`src/rtl/irq_sample_pkg.sv`:
```
`timescale 1ns/1ps
package irq_sample_pkg;
  localparam int LVL_W = 3;
  typedef logic [LVL_W-1:0] lvl_t;
  localparam lvl_t LVL_NONE = '0;
  localparam lvl_t LVL_NMI  = '1;
endpackage

```
`src/rtl/irq_pin_sync.sv`:
```
`timescale 1ns/1ps
module irq_pin_sync
  import irq_sample_pkg::*;
#(
  parameter int STAGES = 2
) (
  input  logic clk,
  input  logic rst,
  input  lvl_t pins_n,
  output lvl_t lvl
);
  localparam int LAST = STAGES - 1;

  lvl_t stg [STAGES];

  genvar g;
  generate
    for (g = 0; g < STAGES; g++) begin : g_stage
      if (g == 0) begin : g_first
        always_ff @(posedge clk) begin
          if (rst) stg[g] <= '1;
          else     stg[g] <= pins_n;
        end
      end else begin : g_next
        always_ff @(posedge clk) begin
          if (rst) stg[g] <= '1;
          else     stg[g] <= stg[g-1];
        end
      end
    end
  endgenerate

  // active-low pins: inverse gives the request level
  assign lvl = ~stg[LAST];
endmodule

```
`src/rtl/irq_nmi_detect.sv`:
```
`timescale 1ns/1ps
module irq_nmi_detect
  import irq_sample_pkg::*;
(
  input  logic clk,
  input  logic rst,
  input  lvl_t lvl,
  input  logic clr,
  output logic pend
);
  logic at_nmi;
  logic was_nmi;
  logic enter_nmi;

  assign at_nmi    = (lvl == LVL_NMI);
  assign enter_nmi = at_nmi && !was_nmi;

  always_ff @(posedge clk) begin
    if (rst) begin
      was_nmi <= 1'b0;
      pend    <= 1'b0;
    end else begin
      was_nmi <= at_nmi;
      if (enter_nmi)  pend <= 1'b1;
      else if (clr)   pend <= 1'b0;
    end
  end


  nmi_pend_hold_chk: assert property (@(posedge clk) disable iff (rst)
    pend && !clr |=> pend);

  nmi_no_spurious_chk: assert property (@(posedge clk) disable iff (rst)
    !pend && !at_nmi |=> !pend);
endmodule

```
`src/rtl/irq_decide.sv`:
```
`timescale 1ns/1ps
module irq_decide
  import irq_sample_pkg::*;
(
  input  logic clk,
  input  logic rst,
  input  lvl_t lvl,
  input  lvl_t mask,
  input  logic nmi_pend,
  input  logic stb,
  input  logic ack,
  output logic take,
  output lvl_t irq_lvl,
  output logic nmi_clr
);
  logic maskable_hit;
  logic accept;
  lvl_t pick;

  assign maskable_hit = (lvl != LVL_NMI) && (lvl > mask);
  assign accept       = stb && !take && !ack && (nmi_pend || maskable_hit);
  assign pick         = nmi_pend ? LVL_NMI : lvl;
  assign nmi_clr      = ack && take && (irq_lvl == LVL_NMI);

  always_ff @(posedge clk) begin
    if (rst) begin
      take    <= 1'b0;
      irq_lvl <= LVL_NONE;
    end else if (ack) begin
      take    <= 1'b0;
    end else if (accept) begin
      take    <= 1'b1;
      irq_lvl <= pick;
    end
  end


  take_hold_chk: assert property (@(posedge clk) disable iff (rst)
    take && !ack |=> take && $stable(irq_lvl));

  ack_clear_chk: assert property (@(posedge clk) disable iff (rst)
    ack |=> !take);

  no_strobe_chk: assert property (@(posedge clk) disable iff (rst)
    !take && !stb |=> !take);

  mask_cmp_chk: assert property (@(posedge clk) disable iff (rst)
    $rose(take) && irq_lvl != LVL_NMI |-> irq_lvl > $past(mask));

  lvl_nonzero_chk: assert property (@(posedge clk) disable iff (rst)
    take |-> irq_lvl != LVL_NONE);
endmodule

```
`src/rtl/irq_level_sampler.sv`:
```
`timescale 1ns/1ps
module irq_level_sampler
  import irq_sample_pkg::*;
#(
  parameter int SYNC_STAGES = 2
) (
  input  logic             clk,
  input  logic             rst,
  input  logic [LVL_W-1:0] ipl_n,
  input  logic [LVL_W-1:0] sr_mask,
  input  logic             sample_stb,
  input  logic             ack,
  output logic             take_irq,
  output logic [LVL_W-1:0] irq_lvl
);
  lvl_t sync_lvl;
  logic nmi_pend;
  logic nmi_clr;

  irq_pin_sync #(.STAGES(SYNC_STAGES)) u_sync (
    .clk    (clk),
    .rst    (rst),
    .pins_n (ipl_n),
    .lvl    (sync_lvl)
  );

  irq_nmi_detect u_nmi (
    .clk  (clk),
    .rst  (rst),
    .lvl  (sync_lvl),
    .clr  (nmi_clr),
    .pend (nmi_pend)
  );

  irq_decide u_dec (
    .clk      (clk),
    .rst      (rst),
    .lvl      (sync_lvl),
    .mask     (sr_mask),
    .nmi_pend (nmi_pend),
    .stb      (sample_stb),
    .ack      (ack),
    .take     (take_irq),
    .irq_lvl  (irq_lvl),
    .nmi_clr  (nmi_clr)
  );
endmodule

```
`config.mk`:
```
export PLATFORM = sky130hd
export DESIGN_NAME = irq_level_sampler
export DESIGN_NICKNAME = d
export VERILOG_FILES = /design/src/rtl/irq_sample_pkg.sv /design/src/rtl/irq_pin_sync.sv /design/src/rtl/irq_nmi_detect.sv /design/src/rtl/irq_decide.sv /design/src/rtl/irq_level_sampler.sv
export SDC_FILE = /design/constraint.sdc
export NUM_CORES = 1
export LEC_CHECK = 0
export BUFFER_PORTS_ARGS = -buffer_cell sky130_fd_sc_hd__clkbuf_2
export CORE_AREA = 2 2 39 41
export DETAILED_ROUTE_END_ITERATION = 10
export DIE_AREA = 0 0 41 43
export GPL_ROUTABILITY_DRIVEN = 0
export GPL_TIMING_DRIVEN = 0
export HOLD_SLACK_MARGIN = 0.08
export PLACE_DENSITY_LB_ADDON = 0.2
export SETUP_SLACK_MARGIN = 0.5
export SYNTH_ARGS = -nofsm -noshare
export SYNTH_HDL_FRONTEND = slang
export SYNTH_SLANG_ARGS = --single-unit
```
`constraint.sdc`:
```
create_clock -name clk -period 1.7 [get_ports clk]
set_input_delay 0.17 -clock clk [delete_from_list [all_inputs] [get_ports clk]]
set_output_delay 0.17 -clock clk [all_outputs]
set_load 0.01 [all_outputs]
```
Word-level counts from Yosys, hierarchy flattened
Memories as Yosys holds them, arrays and structs flattened.
Cells that the tools add are included.
Cells by class
  $lt $le $gt $ge: 1
  muxes and demuxes: 8
  equality and inequality tests: 3
  multipliers: 0
  add/sub/neg operators: 0
  divide/modulo/power cells: 0
  bitwise logic cells: 4
  shifts and indexed selects: 0
  reduce and logical (&&, ||, !) cells: 14
Operators by type and width (number)
  $mux 3: 3
  $logic_and 1x1->1: 7
  $eq 3x3->1 const B: 2
  $mux 1: 5
  $gt 3x3->1: 1
  $logic_not 1->1: 3
  $ne 3x3->1 const B: 1
  $not 3->3: 1
  $or 1x1->1: 2
  $reduce_and 2->1: 1
  $reduce_bool 2->1: 1
  $reduce_or 2->1: 1
  $logic_or 1x1->1: 1
  $not 1->1: 1
Word-level totals
  bits in read-only memories: 0
  bits in writable memories: 6
  latch bits: 0
  memories kept: 1
  bits of input ports: 10
  output and inout bits: 4
  word-level logic and storage cells: 35
  register bits: 6
Memory list
  u_sync.stg: words 2, bits a word 3, read ports 2, clocked after memory_dff 0, wr ports 2, RTL line irq_pin_sync.sv:14  | lvl_t stg [STAGES];

Depth between registers and ports, before layout
  depth after elaboration: 6
  gate-level depth with buffers: 6
  depth with buffers taken out: 6

Cells and area by module
Synthesis repeated with hierarchy kept, for this count alone.
Unflattened totals
  cell total of the unflattened synthesis: 54
  area, all modules: 511.7 µm²
Modules (own cells, without submodules)
  irq_decide: sequential area each 80.1 µm², area each 276.5 µm², cells each 33, instances 1
  irq_pin_sync: sequential area each 120.1 µm², area each 168.9 µm², cells each 15, instances 1
  irq_nmi_detect: sequential area each 40.0 µm², area each 66.3 µm², cells each 6, instances 1

Worst setup path before layout
Ideal clock, no wire load.
  path type: register to register
  start: memory u_sync.stg[1][2] (netlist name)
  end: register u_dec.take
  path slack: 0.039 ns
  data arrival time: 1.561 ns
  path buffers: 0
  stages on the path, launching flop included: 7
  setup time: 0.100 ns
  data required time: 1.600 ns
  clock period less this slack: 1.661 ns
  path through: dfxtp_1 -> inv_1 -> ha_1 -> nand2_1 -> o21a_1 -> or3_4 -> a2111oi_4
RTL lines
  from (decl): RTL line irq_pin_sync.sv:14
  to (signal assigned): RTL line irq_decide.sv:27  | take <= 1'b0;
  to (signal assigned): RTL line irq_decide.sv:30  | take <= 1'b0;
  to (signal assigned): RTL line irq_decide.sv:32  | take <= 1'b1;
  to (decl): RTL line irq_decide.sv:12  | output logic take,

==> impl_results.md <==
* Status: finished, final reports clean
* Max-cap violation count at 0
* GRT overflow at 0
* Vias post-DR at 492
* Syn_area_per_cell at 9.69 µm²
* Fmax at 619 MHz
* Core Footprint at 1380 µm²
* DR DRC count at 0
* Delay-heaviest family, CP: compound AO/OA/AOI/OAI gates
* Fin cells at 96
* Synth warn at 0
* Slew @ Worst Pin at 433 ps
* H-tree depth reported by CTS at 1
* Crit Path Max Fanout at 4
* Final Cycle Share at 0.950
* Register clock-pin slew on the reported worst setup and hold paths at 80 ps
* Startpoint Class: register
* Crit path cell chain: inv_2, ha_4, nand2_2, o21a_1, or3_4, a2111oi_4
* Die width at 41 µm
* Area added between synthesis and finish at 46.0%
* Worst path max stage delay at 380 ps
* Antenna fix cells at 0
* CP Data Required Time at 1890 ps
* HP Class: input port to register
* DRT iter0 DRCs at 2
* Final setup fails at 0
* Clock Latency Late Sink at 270 ps
* Starting Density at 0.385
* Slew HR at 0.711
* Largest net degree at the start of global routing at 11
* CTS tree: yes
* Worst VDD drop at 0.000486 V
* Critical path's slowest cell: or3_4
* Mapped Nets at 68
* Num rows at 14
* Synth Register Bits at 12
* Die Area at 1760 µm²
* IO Count at 14
* Unrepaired setup endpoints after global routing: yes
* Fin nets at 94
* Cells after DPL at 84
* Leak at 0.317 nW
* DP HPWL at 790 µm
* Vias in the first global route at 467
* Yosys cell types at 23
* Drt wl/cell at 11.4 µm
* Synthesized instance count at 55
* Final count of hold timing violations at 0
* Synth Cell Area at 533 µm²
* Number of clock sinks at 12
* Ratio of cells with drive above 1 in the final layout at 0.488
* DR vias/cell at 5.13
* Sequential element share of the synthesized area at 0.451
* Post-layout minimum cycle time at 1610 ps
* Initial antenna violation count at 0
* Setup TNS at 0 ps
* Antenna Nets Post-Route at 0
* Crit path kind: register to register
* Crit path DAT at 1800 ps
* Final WL at 1.09 mm
* Worst path bufs/invs at 1
* Clock root buffer: clkbuf_4
* First-pass DRT Iterations at 2
* Fillers at 129
* I/O Buffers at 13
* Height of the die at 43 µm
* Post-Route Skew at 2.85 ps
* GR Util All Layers at 0.157
* CTS buffer count at 3
* Maximum clock path buffer count at 2
* First-pass GRT wire length at 1.77 mm
* Nature of the critical path endpoint: register
* Max-slew violation count at 0
* Pwr Density at 794 nW/µm²
## layout make-up
cell class / instances / area [µm²] / area share
tap: 16 / 20.0 / 0.0257
timing repair buffer: 21 / 133 / 0.170
buffer: 1 / 3.75 / 0.00482
sequential: 12 / 243 / 0.312
inverter: 4 / 15.0 / 0.0193
clock buffer: 4 / 36.3 / 0.0466
multi-input combinational: 38 / 328 / 0.421
## cell usage in the layout, fill, tap and decap left out
cell,instances
nand2_1,1
dfxtp_2,2
or3_4,1
nor4_2,1
o21a_1,1
a2111oi_4,1
nor4_1,2
nor4b_2,1
ha_4,2
or2_1,3
and3_4,1
clkbuf_2,13
nand2b_1,1
dlygate4sd3_1,3
nor3_1,1
clkbuf_4,3
nand3b_1,1
ha_1,1
nor2_1,5
buf_4,5
inv_1,2
dfxtp_1,10
a21oi_1,2
or2_2,3
a211oi_1,1
clkbuf_1,1
inv_2,2
clkbuf_8,1
nand2_2,1
o21bai_1,3
o21ai_1,1
a211oi_2,2
nand3_1,1
nor3b_1,1
## logic make-up (layout without fill, tap and decap cells)
family	after synthesis	in the layout	share of synthesized area
and+or+nand+nor	24	24	0.265
DFF	12	12	0.451
AOI/OAI and AO/OA	11	11	0.178
buffers and inverters	5	30	0.0352
adders and majority gates	3	3	0.0704
## synth_stat cells
library cell | n | area (µm²)
nand3_1 | 1 | 5.00
nand3b_1 | 1 | 7.51
o21a_1 | 1 | 7.51
nand2b_1 | 1 | 6.26
a21oi_1 | 2 | 10.0
clkbuf_1 | 1 | 3.75
ha_1 | 3 | 37.5
nand2_1 | 2 | 7.51
nor4_1 | 3 | 18.8
or2_2 | 3 | 18.8
and3_2 | 1 | 7.51
nor3b_1 | 1 | 7.51
nor3_1 | 1 | 5.00
inv_1 | 4 | 15.0
a2111oi_4 | 1 | 27.5
nor4b_1 | 1 | 8.76
o21bai_1 | 3 | 22.5
or2_1 | 3 | 18.8
o21ai_1 | 1 | 5.00
or3_4 | 1 | 11.3
dfxtp_1 | 12 | 240
a211oi_1 | 3 | 22.5
nor2_1 | 5 | 18.8
## metrics by stage
| stage | total power, mW | cell area, µm² | setup WS (ps) | utilization | hold WS [ps] |
|---|---|---|---|---|---|
| after detailed placement | 0.377 | 654 | 38.5 | 0.473 | 350 |
| after global routing | 0.649 | 778 | 35.7 | 0.562 | 109 |
| final | 0.618 | 778 | 85.7 | 0.562 | 118 |
| after CTS | 0.621 | 768 | 78.3 | 0.555 | 112 |
| after global placement | 0.374 | 654 | 53.4 | 0.473 | 346 |
| after floorplan | 0.352 | 569 | 118 | - | 234 |
## report_power, final
group | internal [mW] | total (mW) | switching, mW
sequential | 0.291 | 0.296 | 0.00578
combinational | 0.0503 | 0.0939 | 0.0436
clock | 0.130 | 0.227 | 0.0971
total | 0.471 | 0.618 | 0.146
## sequential cells by signal, indices dropped and copies added, names as in the netlist
name and count:
u_dec.irq_lvl 3, u_dec.take 1, u_nmi.pend 1, u_nmi.was_nmi 1
u_sync.stg 6
## metal layers
layer / share of wire / GRT usage / up-vias
met4: 0.025 / 0.120 / 0
met2: 0.51 / 0.241 / 13
met5: 0 / 0 / -
met3: 0.031 / 0.0471 / 3
met1: 0.43 / 0.169 / 228
li1: - / - / 248
## what timing repair did
action | in CTS | in global routing
hold endpoints to repair | 3 | 0
setup buffers | 4 | 1
setup endpoints to repair | 4 | 4
hold buffers | 3 | 0
gates cloned | 0 | 0
resized for setup | 3 | 1
pin swaps | 1 | 2
## worst paths after layout
kind,from,to,slack (ps),cells past startpoint
hold / removal,ack,u_dec.take,120,2
hold reg to reg,u_sync.stg[0][2],u_sync.stg[1][2],410,1
setup / recovery,u_sync.stg[1][2],u_dec.take,90,6
setup reg to reg,u_sync.stg[1][2],u_dec.take,90,6
Power figures use the tool's default switching activity.
